File: src/rtl/fwc_pkg.sv
package fwc_pkg;

   // Pulse meter states: DROP waits for the overlap to end without firing.
   typedef enum logic [1:0] {
      MS_DROP = 2'd0,
      MS_IDLE = 2'd1,
      MS_MEAS = 2'd2
   } meter_state_t;

   // Control bundle layout inside the sampling pipeline.
   localparam int CTRL_W   = 4;
   localparam int CTRL_CE  = 0;
   localparam int CTRL_WE  = 1;
   localparam int CTRL_OE  = 2;
   localparam int CTRL_PG  = 3;

   // Post-reset view: enables look asserted, output enable idle, supply bad,
   // so a pulse held through reset is seen as already open and is dropped.
   localparam logic [CTRL_W-1:0] CTRL_RST = 4'b0100;

endpackage

File: src/rtl/fwc_sync.sv
module fwc_sync #(
   parameter int            W       = 1,
   parameter int            STAGES  = 2,
   parameter logic [W-1:0]  RST_VAL = '0
) (
   input  logic          clk,
   input  logic          rst_n,
   input  logic [W-1:0]  d,
   output logic [W-1:0]  q
);

   logic [STAGES-1:0][W-1:0] stg;

   always_ff @(posedge clk or negedge rst_n) begin
      if (!rst_n) begin
         for (int i = 0; i < STAGES; i++) stg[i] <= RST_VAL;
      end else begin
         stg[0] <= d;
         for (int i = 1; i < STAGES; i++) stg[i] <= stg[i-1];
      end
   end

   assign q = stg[STAGES-1];

endmodule

File: src/rtl/fwc_pulse_meter.sv
module fwc_pulse_meter
   import fwc_pkg::*;
#(
   parameter int MIN_CYC = 2
) (
   input  logic clk,
   input  logic rst_n,
   input  logic act,
   input  logic inhib,
   output logic start,
   output logic sample,
   output logic fire
);

   localparam int CW = $clog2(MIN_CYC + 1);
   localparam logic [CW-1:0] CNT_MIN = CW'(MIN_CYC);
   localparam logic [CW-1:0] CNT_ONE = CW'(1);

   meter_state_t st;
   logic [CW-1:0] cnt;

   assign start  = (st == MS_IDLE) && act && !inhib;
   assign sample = act && !inhib && ((st == MS_IDLE) || (st == MS_MEAS));
   assign fire   = (st == MS_MEAS) && !act && (cnt >= CNT_MIN);

   always_ff @(posedge clk or negedge rst_n) begin
      if (!rst_n) begin
         st  <= MS_DROP;
         cnt <= '0;
      end else begin
         unique case (st)
            MS_DROP: begin
               if (!act) st <= MS_IDLE;
            end
            MS_IDLE: begin
               if (act) begin
                  st  <= inhib ? MS_DROP : MS_MEAS;
                  cnt <= CNT_ONE;
               end
            end
            MS_MEAS: begin
               if (act) begin
                  if (inhib) st <= MS_DROP;
                  else if (cnt < CNT_MIN) cnt <= cnt + CNT_ONE;
               end else begin
                  st <= MS_IDLE;
               end
            end
            default: st <= MS_DROP;
         endcase
      end
   end

endmodule

File: src/rtl/fwc_latch.sv
module fwc_latch #(
   parameter int ADDR_W   = 20,
   parameter int DATA_W   = 8,
   parameter bit HOLD_BUS = 1'b1
) (
   input  logic              clk,
   input  logic              rst_n,
   input  logic              start,
   input  logic              sample,
   input  logic              fire,
   input  logic [ADDR_W-1:0] addr_d,
   input  logic [DATA_W-1:0] data_d,
   output logic              wr_stb,
   output logic [ADDR_W-1:0] wr_addr,
   output logic [DATA_W-1:0] wr_data
);

   logic [ADDR_W-1:0] addr_hold;
   logic [DATA_W-1:0] data_hold;

   always_ff @(posedge clk or negedge rst_n) begin
      if (!rst_n) begin
         addr_hold <= '0;
         data_hold <= '0;
         wr_stb    <= 1'b0;
      end else begin
         if (start)  addr_hold <= addr_d;
         if (sample) data_hold <= data_d;
         wr_stb <= fire;
      end
   end

   generate
      if (HOLD_BUS) begin : g_hold
         always_ff @(posedge clk or negedge rst_n) begin
            if (!rst_n) begin
               wr_addr <= '0;
               wr_data <= '0;
            end else if (fire) begin
               wr_addr <= addr_hold;
               wr_data <= data_hold;
            end
         end
      end else begin : g_mask
         always_ff @(posedge clk or negedge rst_n) begin
            if (!rst_n) begin
               wr_addr <= '0;
               wr_data <= '0;
            end else begin
               wr_addr <= fire ? addr_hold : '0;
               wr_data <= fire ? data_hold : '0;
            end
         end
      end
   endgenerate

endmodule

File: src/rtl/fwr_capture.sv
module fwr_capture
   import fwc_pkg::*;
#(
   parameter int ADDR_W        = 20,
   parameter int DATA_W        = 8,
   parameter int SYNC_STAGES   = 2,
   parameter int PULSE_MIN_CYC = 2,
   parameter bit HOLD_BUS      = 1'b1
) (
   input  logic              clk,
   input  logic              rst_n,
   input  logic              ce_n,
   input  logic              we_n,
   input  logic              oe_n,
   input  logic              supply_ok,
   input  logic [ADDR_W-1:0] addr,
   input  logic [DATA_W-1:0] data,
   output logic              wr_stb,
   output logic [ADDR_W-1:0] wr_addr,
   output logic [DATA_W-1:0] wr_data
);

   localparam int BUS_W  = ADDR_W + DATA_W;
   localparam int PIPE_W = CTRL_W + BUS_W;
   localparam logic [PIPE_W-1:0] PIPE_RST = {CTRL_RST, {BUS_W{1'b0}}};

   generate
      if (SYNC_STAGES < 2) begin : g_chk_sync
         $error("fwr_capture: SYNC_STAGES must be at least 2");
      end
      if (PULSE_MIN_CYC < 1) begin : g_chk_min
         $error("fwr_capture: PULSE_MIN_CYC must be at least 1");
      end
      if (ADDR_W < 1 || DATA_W < 1) begin : g_chk_w
         $error("fwr_capture: bus widths must be positive");
      end
   endgenerate

   logic [CTRL_W-1:0] ctrl_raw, ctrl_s;
   logic [PIPE_W-1:0] pipe_q;
   logic [ADDR_W-1:0] addr_d;
   logic [DATA_W-1:0] data_d;

   always_comb begin
      ctrl_raw          = '0;
      ctrl_raw[CTRL_CE] = ce_n;
      ctrl_raw[CTRL_WE] = we_n;
      ctrl_raw[CTRL_OE] = oe_n;
      ctrl_raw[CTRL_PG] = supply_ok;
   end

   fwc_sync #(
      .W       (PIPE_W),
      .STAGES  (SYNC_STAGES),
      .RST_VAL (PIPE_RST)
   ) u_sync (
      .clk   (clk),
      .rst_n (rst_n),
      .d     ({ctrl_raw, addr, data}),
      .q     (pipe_q)
   );

   assign ctrl_s = pipe_q[PIPE_W-1 -: CTRL_W];
   assign addr_d = pipe_q[BUS_W-1 -: ADDR_W];
   assign data_d = pipe_q[DATA_W-1:0];

   logic ce_s, we_s, oe_s, pg_s;
   assign ce_s = ctrl_s[CTRL_CE];
   assign we_s = ctrl_s[CTRL_WE];
   assign oe_s = ctrl_s[CTRL_OE];
   assign pg_s = ctrl_s[CTRL_PG];

   logic act, inhib, start, sample, fire;
   assign act   = !ce_s && !we_s;
   assign inhib = !oe_s || !pg_s;

   fwc_pulse_meter #(
      .MIN_CYC (PULSE_MIN_CYC)
   ) u_meter (
      .clk    (clk),
      .rst_n  (rst_n),
      .act    (act),
      .inhib  (inhib),
      .start  (start),
      .sample (sample),
      .fire   (fire)
   );

   fwc_latch #(
      .ADDR_W   (ADDR_W),
      .DATA_W   (DATA_W),
      .HOLD_BUS (HOLD_BUS)
   ) u_latch (
      .clk     (clk),
      .rst_n   (rst_n),
      .start   (start),
      .sample  (sample),
      .fire    (fire),
      .addr_d  (addr_d),
      .data_d  (data_d),
      .wr_stb  (wr_stb),
      .wr_addr (wr_addr),
      .wr_data (wr_data)
   );

endmodule

File: config.mk
export PLATFORM = sky130hd
export DESIGN_NAME = fwr_capture
export DESIGN_NICKNAME = d
export VERILOG_FILES = /design/src/rtl/fwc_pkg.sv /design/src/rtl/fwc_sync.sv /design/src/rtl/fwc_pulse_meter.sv /design/src/rtl/fwc_latch.sv /design/src/rtl/fwr_capture.sv
export SDC_FILE = /design/constraint.sdc
export NUM_CORES = 1
export LEC_CHECK = 0
export ABC_AREA = 1
export BUFFER_PORTS_ARGS = -buffer_cell sky130_fd_sc_hd__buf_2
export CORE_ASPECT_RATIO = 0.6
export CORE_MARGIN = 4
export CORE_UTILIZATION = 52
export CTS_BUF_LIST = sky130_fd_sc_hd__clkbuf_2
export DETAILED_ROUTE_END_ITERATION = 10
export GPL_ROUTABILITY_DRIVEN = 0
export MAX_ROUTING_LAYER = met4
export PLACE_DENSITY = 0.77
export SYNTH_ARGS = -nofsm -noshare
export SYNTH_HDL_FRONTEND = slang
export SYNTH_SLANG_ARGS = --single-unit
File: constraint.sdc
create_clock -name clk -period 1.3 [get_ports clk]
set_input_delay 0.13 -clock clk [delete_from_list [all_inputs] [get_ports clk]]
set_output_delay 0.13 -clock clk [all_outputs]
set_load 0.05 [all_outputs]
## After elaboration in Yosys (flattened, before gate mapping)

Cells that the tools add are included.

- Flip-flop bits (word level): 125
- Logic and storage cells: 50

- Equality and inequality tests: 8
- Multiplexer cells: 11
- Order comparisons: 2
- Reductions and logical operators: 19
- $add $sub $neg: 1

Operators by type and width:

| operator | count |
|---|---|
| $mux W2 | 9 |
| $logic_and A1 B1 Y1 | 7 |
| $logic_not A1 Y1 | 6 |
| $ne A2 B2 Y1 const B | 3 |
| $pmux W2 S3 | 1 |
| $reduce_and A5 Y1 | 1 |
| $ne A2 B1 Y1 const B | 2 |
| $pmux W2 S2 | 1 |
| $ne A3 B3 Y1 const B | 1 |
| $reduce_and A3 Y1 | 1 |
| $add A2 B1 Y2 const B | 1 |
| $eq A2 B1 Y1 const B | 1 |
| $eq A2 B2 Y1 const B | 1 |
| $ge A2 B2 Y1 const B | 1 |
| $logic_not A2 Y1 | 1 |
| $logic_or A1 B1 Y1 | 2 |
| $lt A2 B2 Y1 const B | 1 |
| $reduce_bool A2 Y1 | 1 |

## Longest topological paths before layout

Gate-level depths: netlist of the first run.

- Depth in word-level cells: 5
- Gate-level depth with buffers: 8
- Gate-level depth less buffers: 8

## Modules after synthesis

From an unflattened synthesis of the first run, not the netlist that was laid out.

- Cell total of the unflattened synthesis: 386
- Area total of the unflattened synthesis: 4346.7 um2

By module, submodules not included:

| module | times used | cells an instance | area an instance (um2) |
|---|---|---|---|
| fwc_latch | 1 | 238 | 2149.6 |
| fwc_sync | 1 | 96 | 1844.3 |
| fwc_pulse_meter | 1 | 50 | 345.3 |
| fwr_capture | 1 | 2 | 7.5 |

## Worst setup path after synthesis of the first run

Ideal clock, no wire load.

- Path kind: register to register
- Start: reg u_meter.st[0]
- End: reg u_latch.wr_addr[10]
- Arrival time: 1.230 ns
- Setup time: 0.118 ns
- Period minus slack after synthesis: 1.347 ns
- Slack: -0.047 ns
- Stages on the path, launching flop included: 9
- Cells stage by stage: dfrtp_1 inv_1 ha_1 o211ai_4 inv_2 buf_6 buf_12 nand2_2 nand2_1

- Word-level cells in the longest chain between the ends: 3

Ends and longest elaborated chain:

| item | line | source |
|---|---|---|
| from (decl) | fwc_pulse_meter.sv:19 | `meter_state_t st;` |
| from (signal assigned) | fwc_pulse_meter.sv:37 | `st <= inhib ? MS_DROP : MS_MEAS;` |
| $eq A2 B2 Y1 | fwc_pulse_meter.sv:24 | `assign fire = (st == MS_MEAS) && !act && (cnt >= CNT_MIN);` |
| $logic_and A1 B1 Y1 (2 in series) | fwc_pulse_meter.sv:24 |  |
| to (signal assigned) | fwc_latch.sv:40 | `wr_addr <= addr_hold;` |
| to (decl) | fwc_latch.sv:14 | `output logic [ADDR_W-1:0] wr_addr,` |

No other way between the ends.
A chain may end at the register's enable or synchronous reset.

## Worst setup path in the final report of the first run

- Start: reg u_latch.wr_addr[0]
- End: out wr_addr[0]

RTL lines:

| item | line | source |
|---|---|---|
| to (decl) | fwr_capture.sv:19 | `output logic [ADDR_W-1:0] wr_addr,` |

No word-level cell between the ends.

==> results of run 1 <==
[layout make-up]
class / instances / area (um^2)
clock buffers: 19 / 95.1
clock inverters: 13 / 220
fillers: 372 / 1330
inverters: 11 / 72.6
multi-input cells: 210 / 1380
flip-flops and latches: 125 / 3130
well taps: 108 / 135
repair buffers: 155 / 1540
[final timing paths]
kind | from | end | cells past startpoint
min in group asynchronous | rst_n | u_latch.addr_hold[7] | 3
max in group asynchronous | rst_n | u_sync.q[28] | 3
max reg2reg | u_meter.cnt[1] | u_latch.wr_addr[7] | 6
min reg2reg | u_sync.stg[23] | u_sync.q[23] | 0
max | u_latch.wr_addr[0] | wr_addr[0] | 1
min | addr[18] | u_sync.stg[26] | 2
[metal layers]
layer	share of wire, %	up-vias	track usage, %
li1	-	1448	-
met1	41	1686	28.5
met2	51	158	32.3
met3	6.4	20	7.43
met4	1.5	0	6.89
met5	0	-	-
[cells in the mapped netlist]
cell and count:
nor2_1 4, nor2_2 1, a21oi_1 1, inv_2 2, nand4_1 3, buf_6 6
clkbuf_1 3, buf_12 1, nand3_1 31, o21ai_0 2, dfstp_2 2, nand2_1 148
dfrtp_1 123, inv_1 9, buf_2 4, ha_1 6, o21ai_2 1, o211ai_4 1
nand2_2 12
[repair_timing]
action | CTS | global route
pin swaps | 8 | 33
gates resized for setup | 85 | 120
buffers inserted | 17 | 12
hold buffers | 37 | 0
setup endpoints to repair | 90 | 89
gates cloned | 2 | 7
endpoints found under the hold margin | 157 | 0
[power by group]
| group | internal (uW) | total [uW] | switching (uW) |
|---|---|---|---|
| sequential | 4660 | 5440 | 782 |
| clock | 1650 | 3060 | 1410 |
| combinational | 1870 | 4230 | 2370 |
[flip-flops by register name, summed over array words and instances (netlist names)]
register and count:
u_latch.wr_stb 1, u_latch.wr_addr 20, u_sync.q 32, u_meter.st 2
u_meter.cnt 2, u_latch.addr_hold 20, u_latch.data_hold 8, u_sync.stg 32
u_latch.wr_data 8
[through the flow]
stage	setup TNS, ns	utilization, %	hold slack (ns)
6_report	-4.02	83.1	0.107
5_1_grt	-8.91	83.1	0.0289
4_1_cts	-3.81	75.0	0.0327
3_5_place_dp	-5.33	60.4	0.0644
3_3_place_gp	-3.24	60.4	0.0627
2_1_floorplan	0	-	-0.166
[logic make-up after synthesis]
kind of cell / count (synthesis) / share of synthesized area [%]
flops: 125 / 73.9
simple gates: 199 / 19.5
fa+ha+maj: 6 / 1.77
buf+inv: 25 / 3.78
compound gates: 5 / 1.06
==> summary.md, run 1 <==
| Metric | Value |
|---|---|
| Placed Instances | 534 |
| DP Worst Slack | -0.167 ns |
| Worst Skew | 0.0537 ns |
| CTS H-Tree Depth | 4 |
| Power Density | 1940 mW/mm^2 |
| Critical path endpoint category | primary output |
| Fin nets | 560 |
| Routed WL | 11900 um |
| Pwr Total | 12700 uW |
| Share of the synthesized area in the top cell type | 72.7% |
| CP Max Fanout | 2 |
| WP data required | 1.17 ns |
| Final Setup Violations | 72 |
| Final HPWL DP | 5530 um |
| Initial antenna violation count | 0 |
| Netlist cell types | 19 |
| Area Growth Syn to Fin | 55.3% |
| Unrepaired setup endpoints after global routing | yes |
| FMAX | 0.694 GHz |
| Share of layout cells above drive strength 1 | 48.8% |
| Run status | finished with violations |
| Synth area leaders | dfrtp_1 (73%), nand2_1 (13%), nand3_1 (3.7%) |
| Critical path's top delay family | flip-flops |
| Largest net degree at the start of global routing | 33 |
| Setup Crit Path Kind | register to primary output |
| Number of max-cap violations | 0 |
| Worst IR Drop VDD | 0.932 mV |
| Worst Slack Setup Final | -0.141 ns |
| Flop2flop setup slack | -0.09 ns |
| Syn Nets | 400 |
| Die Width | 125 um |
| CP cell instances | buf_6 |
| Critical Path AT | 1.31 ns |
| Ports | 63 |
| Vias in the first global route | 3030 |
| CP peak stage delay | 0.46 ns |
| Die ar. | 0.00970 mm^2 |
| CP bufs+invs | 1 |
| Vias | 3312 |
| Clock root cell | clkbuf_2 |
| Inserted Clock Buffers | 17 |
| Syn_area_per_cell | 11.8 um^2 |
| Post-route cell area | 0.00658 mm^2 |
| Std cell rows | 25 |
| Syn Std Cell Area | 0.00424 mm^2 |
| Grt total ovfl | 0 |
| Final hold violations | 0 |
| Total GRT Usage | 21.7% |
| Via/cell ratio | 5.17 |
| Die height | 77.9 um |
| CTS Buffer Depth | 2 |
| DR WL/cell | 18.5 um |
| Clock sink total | 125 |
| DRC violation count after routing | 0 |
| First-pass GRT wire length | 15400 um |
| Yosys top cell by area | dfrtp_1 |
| Slew headroom | 41.9% |
| Commonest non-fill, non-tap cell in the layout | dfrtp_1 |
| Placed cell area | 0.00478 mm^2 |
| Starting density of the core | 53.5% |
| Seq/Total Area, Yosys | 73.9% |
| PortBufs | 62 |
| Failing checks | setup timing |
| ANT cells | 0 |
| Worst skew pair latency | 0.68 ns |
| CORE AREA | 0.00791 mm^2 |
| Synth Instances | 360 |
| Clock period minus worst slack | 1.44 ns |
| Non-Filler Instances | 641 |
| Initial DRC Count | 304 |
| Synth warn | 0 |
| Commonest non-fill, non-tap cells in the layout | dfrtp_1 (121), nand2_1 (72), nand2_2 (60) |
| Final period util | 111% |
| First drt pass iteration count | 7 |
| DRT antenna net count | 0 |
| Clk slew on worst S/H paths | 0.22 ns |
| Slew @ Worst Pin | 0.868 ns |
| Critical path's slowest cell | dfrtp_1 |
| Pleak | 0.00329 uW |
| Worst setup SP type | register |
| Final Max Slew Viols | 0 |
| Worst hold path type | input pin to register |
| Synth Register Bits | 125 |
| TritonCTS clock tree | done |
Power figures use the tool's default switching activity.
==> run 2, diff against run 1 <==
- SKIP_CTS_REPAIR_TIMING: default -> 1
==> run 2 against run 1 <==
The flow still finishes with violations (setup timing); clock skew down 0.026 ns; sequential cell count stayed put; die area unchanged; design area down 5.1%; hold slack lost 0.036 ns; combinational power down 13%; sequential share of layout area increased by 2.6 points; first-iteration DRC count rose by 11%; critical path type unchanged.
==> summary.md, run 2 (same netlist as run 1, synthesis figures left out) <==
| Metric | Value |
|---|---|
| Run status | finished with violations |
| Failing checks | setup timing |
| Worst Skew | 0.0281 ns |
| Unrepaired setup endpoints after global routing | yes |
| Fin nets | 550 |
| Final Max Slew Viols | 0 |
| Grt met1 use | 25.8% |
| Grt total ovfl | 0 |
| CTS Buffer Depth | 2 |
| Final period util | 112% |
| Largest net degree at the start of global routing | 33 |
| Slew @ Worst Pin | 0.886 ns |
| Worst R2R Start | u_meter.st[0] |
| DP Worst Slack | -0.167 ns |
| Die ar. | 0.00970 mm^2 |
| Ports | 63 |
| DRC violation count after routing | 0 |
| Critical path's top delay family | flip-flops |
| FMAX | 0.685 GHz |
| Setup Crit Path Kind | register to primary output |
| Critical path's slowest cell | dfrtp_1 |
| DRT antenna net count | 0 |
| Power Density | 1930 mW/mm^2 |
| CP bufs+invs | 1 |
| Final Setup Violations | 48 |
| CP Max Fanout | 2 |
| Met2 Usage GRT | 22.3% |
| Clk slew on worst S/H paths | 0.19 ns |
| Placed cell area | 0.00478 mm^2 |
| Final hold violations | 0 |
| Clock root cell | clkbuf_2 |
| Vias in the first global route | 2633 |
| Starting density of the core | 53.5% |
| Hold_sp | addr[18] |
| Post-route cell area | 0.00624 mm^2 |
| CP startpoint | u_latch.wr_addr[13] |
| ANT cells | 0 |
| Final HPWL DP | 5530 um |
| First-pass GRT wire length | 12900 um |
| Final Core Density | 78.9% |
| Register Area | 0.00313 mm^2 |
| CORE AREA | 0.00791 mm^2 |
| CP peak stage delay | 0.47 ns |
| Worst hold path type | input pin to register |
| Pwr Total | 12100 uW |
| Inserted Clock Buffers | 17 |
| CTS H-Tree Depth | 4 |
| Worst Slack Setup Final | -0.160 ns |
| Worst IR Drop VDD | 0.880 mV |
| Die height | 77.9 um |
| Share of layout cells above drive strength 1 | 40.0% |
| GR peak layer | met1 |
| Non-Filler Instances | 631 |
| Initial DRC Count | 338 |
| Vias | 3220 |
| PortBufs | 62 |
| Die Width | 125 um |
| First drt pass iteration count | 5 |
| Std cell rows | 25 |
| Clock sink total | 125 |
| Critical path endpoint category | primary output |
| Via/cell ratio | 5.10 |
| CP cell instances | buf_6 |
| Commonest non-fill, non-tap cells in the layout | dfrtp_1 (121), nand2_1 (113), nand2_2 (41) |
| Area Growth Syn to Fin | 47.3% |
| Initial antenna violation count | 0 |
| Worst skew pair latency | 0.69 ns |
| Fillers | 434 |
| Commonest non-fill, non-tap cell in the layout | dfrtp_1 |
| Clock period minus worst slack | 1.46 ns |
| Area of the multi-input gates | 0.00118 mm^2 |
| DR WL/cell | 16.5 um |
| Placed Instances | 534 |
| Total GRT Usage | 17.9% |
| Number of max-cap violations | 0 |
| GRT met3 Usage | 7.50% |
| Pleak | 0.00319 uW |
| Slew headroom | 40.7% |
| Routed WL | 10400 um |
| Critical Path AT | 1.33 ns |
| Worst setup SP type | register |
| TritonCTS clock tree | done |
| WP data required | 1.17 ns |
==> run 2: cell count changes in the layout (fill, tap and decap cells not counted), moves of 2 or more <==
cell     before  now
nand2_1      72  113
nand2_4      26    4
nand2_2      60   41
buf_4        38   32
buf_16        2    0
==> run 2: path summary, 6_finish.rpt <==
check | to | slack [ns] | cells past startpoint
max in group asynchronous | u_sync.q[28] | 0.11 | 3
hold / removal | u_sync.stg[26] | 0.07 | 2
hold reg to reg | u_sync.q[23] | 0.35 | 0
setup reg to reg | u_meter.st[0] | -0.06 | 7
setup / recovery | wr_addr[13] | -0.16 | 1
min in group asynchronous | u_latch.addr_hold[7] | 0.62 | 3
==> run 2: power breakdown <==
part           switching [uW]  internal, uW  total, uW  leakage [uW]
clock network            1400          1650       3050      0.000177
registers                 659          4660       5320       0.00155
logic                    2130          1580       3700       0.00146
total                    4190          7890      12100       0.00319
==> run 2: cell type report <==
class,count,area share (%)
Multi-Input combinational cell,210,19.0
Clock buffer,19,1.52
Clock inverter,13,3.53
Timing Repair Buffer,145,22.6
Sequential cell,125,50.2
Inverter,11,1.02
Tap cell,108,2.16
==> run 2: worst reg2reg max path, cell delays in order, from the launching register on <==
cell	delay [ns]
dfrtp_1	0.43
buf_4	0.18
ha_4	0.21
nand2_2	0.11
nand2_1	0.06
nor2_1	0.15
nand2_1	0.11
nand2_1	0.07
==> run 2: through the flow <==
stage,TNS (ns),hold slack [ns]
2_1_floorplan,0,-0.166
5_1_grt,-6.98,0.00209
6_report,-3.32,0.0708
3_5_place_dp,-5.33,0.0644
4_1_cts,-11.76,-0.690
3_3_place_gp,-3.24,0.0627
==> run 2: layer usage <==
layer  share of wire [%]  vias to the layer above
li1                    -                     1428
met1                  41                     1589
met2                  47                      174
met3                 9.1                       29
met4                 2.3                        0
met5                   0                        -
==> run 3, diff against run 2 <==
- SETUP_SLACK_MARGIN: default -> 0.15
==> run 3 against run 2 <==
The run still ends with setup timing left; non-clock buffer count shrank 2; wire length grew 3.2%; cell count grew 0.16%; largest power group unchanged.
==> summary.md, run 3 (same netlist as run 1, synthesis figures left out) <==
| Metric | Value |
|---|---|
| Run status | finished with violations |
| Failing checks | setup timing |
| DRT antenna net count | 0 |
| Routed WL | 10700 um |
| Inserted Clock Buffers | 17 |
| CORE AREA | 0.00791 mm^2 |
| Reg power frac | 45.3% |
| Ports | 63 |
| Worst setup SP type | register |
| Highest metal used | met4 |
| M1 wire length | 4630 um |
| Pwr Total | 12100 uW |
| Clock sink total | 125 |
| Largest net degree at the start of global routing | 33 |
| Worst Slack Setup Final | -0.156 ns |
| Power Density | 1860 mW/mm^2 |
| Commonest non-fill, non-tap cell in the layout | dfrtp_1 |
| CP Max Fanout | 2 |
| Worst hold path type | input pin to register |
| Die Width | 125 um |
| Std cell rows | 25 |
| Initial DRC Count | 318 |
| P_int | 7490 uW |
| Vias in the first global route | 2681 |
| Post-route cell area | 0.00649 mm^2 |
| Critical path's slowest cell | dfrtp_1 |
| Area Growth Syn to Fin | 53.2% |
| TritonCTS clock tree | done |
| Final Max Slew Viols | 0 |
| PortBufs | 62 |
| Total GRT Usage | 18.1% |
| Vias | 3169 |
| ANT cells | 0 |
| DRC violation count after routing | 0 |
| WP data required | 1.17 ns |
| Hold Slack | 0.0706 ns |
| CTS Buffer Depth | 2 |
| Worst skew pair latency | 0.69 ns |
| CP peak stage delay | 0.47 ns |
| Unrepaired setup endpoints after global routing | yes |
| Clk slew on worst S/H paths | 0.20 ns |
| Psw | 4600 uW |
| First-pass GRT wire length | 13200 um |
| Setup Crit Path Kind | register to primary output |
| Placed cell area | 0.00478 mm^2 |
| Share of layout cells above drive strength 1 | 50.2% |
| Setup tns final | -5.79 ns |
| Wire length on met3 | 869 um |
| Routed wl met2 | 5080 um |
| Critical path's top delay family | flip-flops |
| Grt total ovfl | 0 |
| DR WL/cell | 17.0 um |
| Final Setup Violations | 84 |
| Final HPWL DP | 5430 um |
| Critical Path AT | 1.33 ns |
| Slew @ Worst Pin | 0.453 ns |
| Reg2Reg Depth | 7 |
| Slew headroom | 69.8% |
| Pleak | 0.00326 uW |
| Final hold violations | 0 |
| Flop2flop setup slack | -0.11 ns |
| Clock period minus worst slack | 1.46 ns |
| Initial antenna violation count | 0 |
| Clk pwr share | 21.1% |
| Hold_sp | data[4] |
| Die height | 77.9 um |
| Clock root cell | clkbuf_2 |
| Starting density of the core | 53.5% |
| Commonest non-fill, non-tap cells in the layout | dfrtp_1 (121), nand2_1 (74), nand2_2 (58) |
| Combinational power share | 33.6% |
| Critical path endpoint category | primary output |
| FMAX | 0.687 GHz |
| Switching share of power | 38.0% |
| WHS Endpoint | u_sync.stg[4] |
| CP cell instances | buf_6 |
| Die ar. | 0.00970 mm^2 |
| Number of max-cap violations | 0 |
| First drt pass iteration count | 4 |
| Via/cell ratio | 5.01 |
| Fin nets | 551 |
| CTS H-Tree Depth | 4 |
| Worst hold path stage count | 2 |
| CP bufs+invs | 1 |
| FF-to-FF End | u_latch.wr_data[0] |
| Worst Skew | 0.0328 ns |
| Final period util | 112% |
| Worst R2R Start | u_meter.cnt[0] |
| DP Worst Slack | -0.113 ns |
| Worst IR Drop VDD | 1.17 mV |
## run 3: worst max path at each step
| stage | start | end | slack, ns | cells past startpoint |
|---|---|---|---|---|
| 2_1_floorplan | u_meter.cnt[1] | u_latch.wr_addr[10] | 0.01 | 7 |
| 3_3_place_gp | u_meter.st[1] | u_latch.wr_data[5] | -0.03 | 5 |
| 3_5_place_dp | u_meter.cnt[0] | u_latch.wr_data[6] | -0.11 | 6 |
| 4_1_cts | u_latch.wr_addr[4] | wr_addr[4] | -0.22 | 1 |
| 5_1_grt | u_latch.wr_addr[0] | wr_addr[0] | -0.24 | 1 |
| 6_report | u_latch.wr_addr[4] | wr_addr[4] | -0.16 | 1 |
## run 3: power by group through the flow
stage                     clock [uW]  sequential, uW  combinational (uW)
after global routing            2780            5530                4330
after floorplan                    0            5850                1140
after detailed placement           0            5250                2570
after global placement             0            5240                2480
final                           2550            5480                4060
after CTS                       2530            5170                2590
## run 3: through the flow
step / utilization, % / instances
after CTS: 63.7 / 563
after detailed placement: 60.4 / 531
final: 82.0 / 632
after floorplan: - / 360
after global placement: 60.4 / 531
after global routing: 82.0 / 632
## run 3: area by class of cell
type                       count  area [um^2]
clock buffer                  17         85.1
timing repair inverter         3         36.3
inverter                      11         68.8
timing repair buffer         143         1410
fill                         414         1420
sequential                   125         3130
tap                          108          135
multi-input combinational    210         1450
clock inverter                15          171
## run 3: per-layer routing
layer	track usage, %	vias up
met3	6.46	23
met5	-	-
met4	6.13	0
met2	21.6	165
met1	28.1	1546
li1	-	1435
